==> src/rtl/pic_pkg.sv <==
package pic_pkg;

  localparam logic [1:0] ADDR_MASK = 2'd0;
  localparam logic [1:0] ADDR_BASE = 2'd1;
  localparam logic [1:0] ADDR_EOI  = 2'd2;

  typedef enum logic {
    ACK_IDLE  = 1'b0,
    ACK_WAIT2 = 1'b1
  } ackState_e;

  // Strobes from control to datapath
  typedef struct packed {
    logic grant;     // first acknowledge pulse
    logic sendVec;   // second acknowledge pulse
    logic eoiAny;    // non-specific end-of-interrupt
    logic eoiOne;    // specific end-of-interrupt
    logic loadMask;
    logic loadBase;
  } picStrobe_t;

endpackage

==> src/rtl/pic_datapath.sv <==
module pic_datapath
  import pic_pkg::*;
#(
  parameter int NUM_IRQ = 8,
  parameter int VEC_W   = 8
) (
  input  logic                clk,
  input  logic                rstN,
  input  logic [NUM_IRQ-1:0]  irqIn,
  input  picStrobe_t          strobe,
  input  logic [VEC_W-1:0]    wrData,
  output logic                eligible,
  output logic [VEC_W-1:0]    vecOut,
  output logic [NUM_IRQ-1:0]  isrBits
);

  localparam int IDX_W  = $clog2(NUM_IRQ);
  localparam int BASE_W = VEC_W - IDX_W;
  localparam logic [IDX_W-1:0] LOWEST_IDX = IDX_W'(NUM_IRQ - 1);

  logic [NUM_IRQ-1:0] reqReg;
  logic [NUM_IRQ-1:0] maskReg;
  logic [NUM_IRQ-1:0] isrReg;
  logic [BASE_W-1:0]  baseReg;
  logic [IDX_W-1:0]   grantIdx;

  logic [NUM_IRQ-1:0] pending;
  logic               winValid;
  logic [IDX_W-1:0]   winIdx;
  logic               srvValid;
  logic [IDX_W-1:0]   srvIdx;
  logic [NUM_IRQ-1:0] grantSet;
  logic [NUM_IRQ-1:0] eoiClr;
  logic [IDX_W-1:0]   eoiSel;

  // Lowest set index of a vector; index 0 has the highest priority
  function automatic logic [IDX_W:0] firstSet(input logic [NUM_IRQ-1:0] bits);
    logic [IDX_W:0] res;
    res = '0;
    for (int k = NUM_IRQ - 1; k >= 0; k--) begin
      if (bits[k]) res = {1'b1, IDX_W'(k)};
    end
    return res;
  endfunction

  assign pending = reqReg & ~maskReg;
  assign {winValid, winIdx} = firstSet(pending);
  assign {srvValid, srvIdx} = firstSet(isrReg);

  // Forwarded only if it outranks every input currently in service
  assign eligible = winValid && (!srvValid || (winIdx < srvIdx));

  assign eoiSel = wrData[IDX_W-1:0];

  generate
    for (genvar g = 0; g < NUM_IRQ; g++) begin : g_bit
      assign grantSet[g] = strobe.grant && eligible && (winIdx == IDX_W'(g));
      assign eoiClr[g]   = (strobe.eoiAny && srvValid && (srvIdx == IDX_W'(g)))
                         || (strobe.eoiOne && (eoiSel == IDX_W'(g)));
    end
  endgenerate

  always_ff @(posedge clk or negedge rstN) begin
    if (!rstN) begin
      reqReg <= '0;
    end else begin
      reqReg <= irqIn & ~grantSet;
    end
  end

  always_ff @(posedge clk or negedge rstN) begin
    if (!rstN) begin
      maskReg <= '1;
      baseReg <= '0;
    end else begin
      if (strobe.loadMask) maskReg <= wrData[NUM_IRQ-1:0];
      if (strobe.loadBase) baseReg <= wrData[VEC_W-1:IDX_W];
    end
  end

  always_ff @(posedge clk or negedge rstN) begin
    if (!rstN) begin
      isrReg <= '0;
    end else begin
      isrReg <= (isrReg & ~eoiClr) | grantSet;
    end
  end

  always_ff @(posedge clk or negedge rstN) begin
    if (!rstN) begin
      grantIdx <= '0;
    end else if (strobe.grant) begin
      grantIdx <= eligible ? winIdx : LOWEST_IDX;
    end
  end

  assign vecOut  = {baseReg, grantIdx};
  assign isrBits = isrReg;

endmodule

==> src/rtl/pic_control.sv <==
module pic_control
  import pic_pkg::*;
(
  input  logic       clk,
  input  logic       rstN,
  input  logic       intAck,
  input  logic       wrEn,
  input  logic [1:0] wrAddr,
  input  logic       eoiSpecific,
  input  logic       eligible,
  output picStrobe_t strobe,
  output logic       intOut,
  output logic       dataEn,
  output logic       ackBusy
);

  ackState_e state;
  ackState_e stateNext;

  always_comb begin
    strobe          = '0;
    strobe.grant    = intAck && (state == ACK_IDLE);
    strobe.sendVec  = intAck && (state == ACK_WAIT2);
    strobe.loadMask = wrEn && (wrAddr == ADDR_MASK);
    strobe.loadBase = wrEn && (wrAddr == ADDR_BASE);
    strobe.eoiAny   = wrEn && (wrAddr == ADDR_EOI) && !eoiSpecific;
    strobe.eoiOne   = wrEn && (wrAddr == ADDR_EOI) && eoiSpecific;
  end

  always_comb begin
    stateNext = state;
    if (strobe.grant)   stateNext = ACK_WAIT2;
    if (strobe.sendVec) stateNext = ACK_IDLE;
  end

  always_ff @(posedge clk or negedge rstN) begin
    if (!rstN) begin
      state  <= ACK_IDLE;
      intOut <= 1'b0;
    end else begin
      state  <= stateNext;
      intOut <= eligible && !strobe.grant && (stateNext == ACK_IDLE);
    end
  end

  assign dataEn  = strobe.sendVec;
  assign ackBusy = (state == ACK_WAIT2);

endmodule

==> src/rtl/pic_top.sv <==
module pic_top
  import pic_pkg::*;
#(
  parameter int NUM_IRQ = 8,
  parameter int VEC_W   = 8
) (
  input  logic               clk,
  input  logic               rstN,
  input  logic [NUM_IRQ-1:0] irqIn,
  input  logic               intAck,
  input  logic               wrEn,
  input  logic [1:0]         wrAddr,
  input  logic [VEC_W-1:0]   wrData,
  output logic               intOut,
  output logic               dataEn,
  output logic [VEC_W-1:0]   dataOut
);

  picStrobe_t         strobe;
  logic               eligible;
  logic [VEC_W-1:0]   vecOut;
  logic [NUM_IRQ-1:0] isrBits;
  logic               ackBusy;

  pic_control u_ctl (
    .clk        (clk),
    .rstN       (rstN),
    .intAck     (intAck),
    .wrEn       (wrEn),
    .wrAddr     (wrAddr),
    .eoiSpecific(wrData[VEC_W-1]),
    .eligible   (eligible),
    .strobe     (strobe),
    .intOut     (intOut),
    .dataEn     (dataEn),
    .ackBusy    (ackBusy)
  );

  pic_datapath #(
    .NUM_IRQ(NUM_IRQ),
    .VEC_W  (VEC_W)
  ) u_dp (
    .clk     (clk),
    .rstN    (rstN),
    .irqIn   (irqIn),
    .strobe  (strobe),
    .wrData  (wrData),
    .eligible(eligible),
    .vecOut  (vecOut),
    .isrBits (isrBits)
  );

  assign dataOut = dataEn ? vecOut : '0;

endmodule

==> config.mk <==
export PLATFORM = sky130hd
export DESIGN_NAME = pic_top
export DESIGN_NICKNAME = d
export VERILOG_FILES = /design/src/rtl/pic_pkg.sv /design/src/rtl/pic_datapath.sv /design/src/rtl/pic_control.sv /design/src/rtl/pic_top.sv
export SDC_FILE = /design/constraint.sdc
export NUM_CORES = 1
export LEC_CHECK = 0
export BUFFER_PORTS_ARGS = -buffer_cell sky130_fd_sc_hd__buf_2
export CAP_MARGIN = 20
export CORE_MARGIN = 4
export CORE_UTILIZATION = 55
export DETAILED_ROUTE_END_ITERATION = 6
export HOLD_SLACK_MARGIN = 0.02
export PLACE_DENSITY = 0.79
export SYNTH_ARGS = -nofsm -noshare
export SYNTH_HDL_FRONTEND = slang
export SYNTH_HIERARCHICAL = 1
export SYNTH_SLANG_ARGS = --single-unit
==> constraint.sdc <==
create_clock -name clk -period 3.38 [get_ports clk]
set_clock_uncertainty 0.1 [all_clocks]
set_input_delay 0.169 -clock clk [delete_from_list [all_inputs] [get_ports clk]]
set_output_delay 0.169 -clock clk [all_outputs]
set_load 0.1 [all_outputs]
Word-level counts from Yosys, hierarchy flattened

Index checks and enable logic that the tools add are counted.

Register bits: 34
Bits in latches: 0
RAM bits: 0
ROM bits: 0
Bits of input ports: 22
Output and inout port bits: 10
Word-level logic and storage cells: 112
Memories kept: 0

$add $sub $neg: 0
$mul: 0
Div/mod/pow operators: 0
Magnitude comparators: 1
Equal/unequal tests: 23
Shifts and indexed selects: 0
Muxes and demuxes: 20
Bitwise gates (word level): 9
Reductions and logical operators: 52

Operators by type and width:

| cell                                                 | number |
|---|---|
| 2-to-1 mux 4 bit                                     | 16 |
| equality test 3 bit (second input constant)          | 12 |
| logical AND 1 bit                                    | 36 |
| bitwise AND 8 bit                                    | 3 |
| inverter 8 bit                                       | 3 |
| equality test 3 x 2 -> 1 bit (second input constant) | 6 |
| equality test 3 x 1 -> 1 bit (second input constant) | 3 |
| logical NOT 3 bit                                    | 3 |
| logical OR 1 bit                                     | 9 |
| 2-to-1 mux 8 bit                                     | 1 |
| OR 8 bit                                             | 1 |
| logical NOT 1 bit                                    | 3 |
| less-than comparator 3 bit                           | 1 |
| 2-to-1 mux 3 bit                                     | 1 |
| equality test 2 x 1 -> 1 bit (second input constant) | 1 |
| equality test 2 bit (second input constant)          | 1 |
| logical NOT 2 bit                                    | 1 |
| 2-to-1 mux 1 bit                                     | 2 |
| inverter 1 bit                                       | 2 |

Longest topological paths before layout

Depth in word-level cells: 17
Gate-level depth with buffers: 12
Mapped depth without buffers: 10

Cells and area by module

Netlist, hierarchy kept.

Modules (own cells, without submodules):

| module       | times used | cells each | area each (sq um) | seq. area each (sq um) |
|---|---|---|---|---|
| pic_datapath | 1          | 155        | 1644.1            | 810.8 |
| pic_control  | 1          | 12         | 138.9             | 50.0 |
| pic_top      | 1          | 8          | 50.0              | 0.0 |

Least setup slack after synthesis

Ideal clock, no wire load.

Path kind: reg-to-reg
From: register u_dp.maskReg[2]
To: register u_dp.reqReg[6]
Library setup time: 124 ps
Arrival: 2392 ps
Data required time: 3156 ps
Setup slack: 765 ps
Cell stages (with the launch flop): 11
Path buffers: 2
Clock period less this slack: 2615 ps
Cell sequence: dfstp_2 > nand2b_1 > clkbuf_1 > and2_1 > nand3_1 > a21oi_1 > ha_1 > a221o_1 > o21a_1 > buf_6 > o31a_1

Word-level cells in the longest chain between the ends: 12
Elaborated cells between the ends (all ways): 13
Classes of those cells: order compare: 1; eq/ne: 1; mux: 3; bitwise: 4; reduce/logical: 4

Ends and longest elaborated chain:

| item                              | RTL line           | RTL |
|---|---|---|
| from (decl)                       | pic_datapath.sv:22 | `logic [NUM_IRQ-1:0] maskReg;` |
| from (signal assigned)            | pic_datapath.sv:76 | `if (strobe.loadMask) maskReg <= wrData[NUM_IRQ-1:0];` |
| inverter 8 bit (*)                | pic_datapath.sv:46 | `assign pending = reqReg & ~maskReg;` |
| bitwise AND 8 bit (*)             | pic_datapath.sv:46 |  |
| 2-to-1 mux 4 bit (*) (3 in a row) | pic_datapath.sv:41 | `if (bits[k]) res = {1'b1, IDX_W'(k)};` |
| less-than comparator 3 bit        | pic_datapath.sv:51 | `assign eligible = winValid && (!srvValid \|\| (winIdx < srvIdx));` |
| logical OR 1 bit                  | pic_datapath.sv:51 |  |
| logical AND 1 bit                 | pic_datapath.sv:51 |  |
| logical AND 1 bit                 | pic_datapath.sv:57 | `assign grantSet[g] = strobe.grant && eligible && (winIdx == IDX_W'(g));` |
| logical AND 1 bit (*)             | pic_datapath.sv:57 |  |
| inverter 8 bit (*)                | pic_datapath.sv:67 | `reqReg <= irqIn & ~grantSet;` |
| bitwise AND 8 bit (*)             | pic_datapath.sv:67 |  |
| to (signal assigned)              | pic_datapath.sv:67 |  |
| to (decl)                         | pic_datapath.sv:21 | `logic [NUM_IRQ-1:0] reqReg;` |

Every way passes the cells marked *; elsewhere a longest branch is shown, timed or not.
A chain may end at the register's enable or synchronous reset.

Worst setup path in the final report

Ends and elaborated chain as after synthesis.

==> metrics.cfg <==
[cells_and_area]
layout_commonest_cell=buf_2
drive_above_1_share_pct=29.3
nets=250
final_core_utilization_pct=72.1
antennaDiodeCount=0
mostFrequentLayoutCells=31 x buf_2, 26 x dfrtp_1, 15 x dlygate4sd3_1
area_growth_pct=22.6
design_area_um2=2240

[min_path]
hold_path_class=in2reg
min_to=u_ctl/ackBusy
min_from=intAck
holdPathStages=3

[cts]
clk_pin_slew_ps=100
cts_tree=yes
cts_setup_buffers=0
numCtsBuffers=5
cts_max_level=2
cts_sinks=34
insertion_delay_ps=330
cts.path.max_buffers=2
cts_root_buf=clkbuf_4

[place]
io_buffers=31
place_ws_ps=660
routabilityCongestion=0.956
placed_area_um2=2010
hpwl_um=3080

[routing]
drc_errors=0
routed_via_density=5.84
drt_iter0_markers=83
vias=1571
drt_first_pass_iters=4
wire_per_inst_um=15.4
ant_nets=0
wirelength_um=4150

[sta]
fmax_mhz=360
timing.setup.tns_ps=0
hold_violations=0
finalCritPeriodShare_pct=82.1
rsz0062_at_grt=no
tightest_slew_ps=729
whs_ps=39.9
final.min_clock_period_ps=2780
setup_viol_count_final=0
slew_violations=0
layout_setup_ws_ps=604
slew_headroom_pct=51.4

[synthesis]
syn_area_um2=1830
syn_nets=200
synthCells=174
avgSynthCellArea_um2=10.5
synth_warnings=6

[worst_setup_path]
crit_required_ps=3500
rrSetupSlack_ps=600
reg2regPathDepth=8
critPathLaunchType=flop
regToRegEndpoint=u_dp/reqReg[6]
critPathKind=reg2reg
timing.rr.start=u_dp/maskReg[2]
endpoint_kind=flop
path_max_fanout=9
cp.arrival_ps=2900

[floorplanning]
coreArea_um2=3100
die_area_um2=4300
rows=20
fp.dieW_um=65.6
die_h_um=65.6
io_pins=32
start_util_pct=58.8

[power_and_ir_drop]
combPwrFrac_pct=47.2
pwr-share-seq_pct=36.3
power_frac_clock_pct=16.5
switching_share_pct=44.2
ir_drop_v=0.000607
p_per_area_nw_per_um2=764
p_leak_uw=0.000977
p_int_uw=954
power_switching_uw=757

[grt]
grt_first_pass_wirelength_um=6900
grt_use_total_pct=21.6
antenna_found_initial=0
overflow=0
grt_pass1_vias=1448
grt_max_degree=35

[run]
drv_cap=0

[status]
status=finished clean

-- area by class of cell --
| type | count | area [um2] |
|---|---|---|
| Inverter | 6 | 22.5 |
| Timing Repair Buffer | 47 | 313 |
| Clock buffer | 7 | 45.0 |
| Multi-Input combinational cell | 130 | 912 |
| Fill cell | 244 | 865 |
| Sequential cell | 34 | 861 |
| Clock inverter | 1 | 30.0 |
| Tap cell | 44 | 55.1 |
-- metal layers --
metal	GRT usage [%]	routed length, um	part of all wire (%)
met2	37.5	2030	49
met5	0	0	0
met4	6.48	74	1.8
met3	5.13	279	6.7
met1	26.5	1760	42
-- critical path, cell delays in order (launching register included) --
cell and delay, ps:
dfstp_2 540, nand2b_1 260, and2_1 220, nand3_1 150, a21oi_1 190, ha_1 270, a221o_1 340, o21a_1 280
o31a_1 330
-- worst max path at each step --
stage,start,endpoint,cells after the start
floorplan,u_dp/maskReg[2],u_dp/reqReg[6],10
global placement,u_dp/maskReg[2],u_dp/reqReg[7],8
detailed placement,u_dp/maskReg[2],u_dp/reqReg[6],8
CTS,u_dp/maskReg[2],u_dp/reqReg[6],8
global route,u_dp/maskReg[4],u_ctl/intOut,10
finish,u_dp/maskReg[2],u_dp/reqReg[6],8
-- flip-flops by register name, indices dropped and copies added, names as in the netlist --
name and count:
u_ctl/ackBusy 1, u_ctl/intOut 1, u_dp/baseReg 5, u_dp/grantIdx 3
u_dp/isrBits 8, u_dp/maskReg 8, u_dp/reqReg 8
-- repair_timing --
item | CTS | global route
gates resized for setup | 0 | 0
hold buffers | 15 | 0
hold endpoints to repair | 45 | 0
-- per-stage QoR --
step / power (uW) / cells
after floorplan: 1280 / 174
after global placement: 1390 / 246
after detailed placement: 1410 / 246
after CTS: 1710 / 269
after global routing: 1820 / 269
final: 1710 / 269
-- power by group through the flow --
stage               Sequential (uW)  Combinational [uW]  Clock (uW)
floorplan                       622                 661           0
global placement                623                 770           0
detailed placement              628                 779           0
CTS                             620                 799         291
global route                    636                 877         311
finish                          621                 807         282
(Power assumes the default switching activity.)
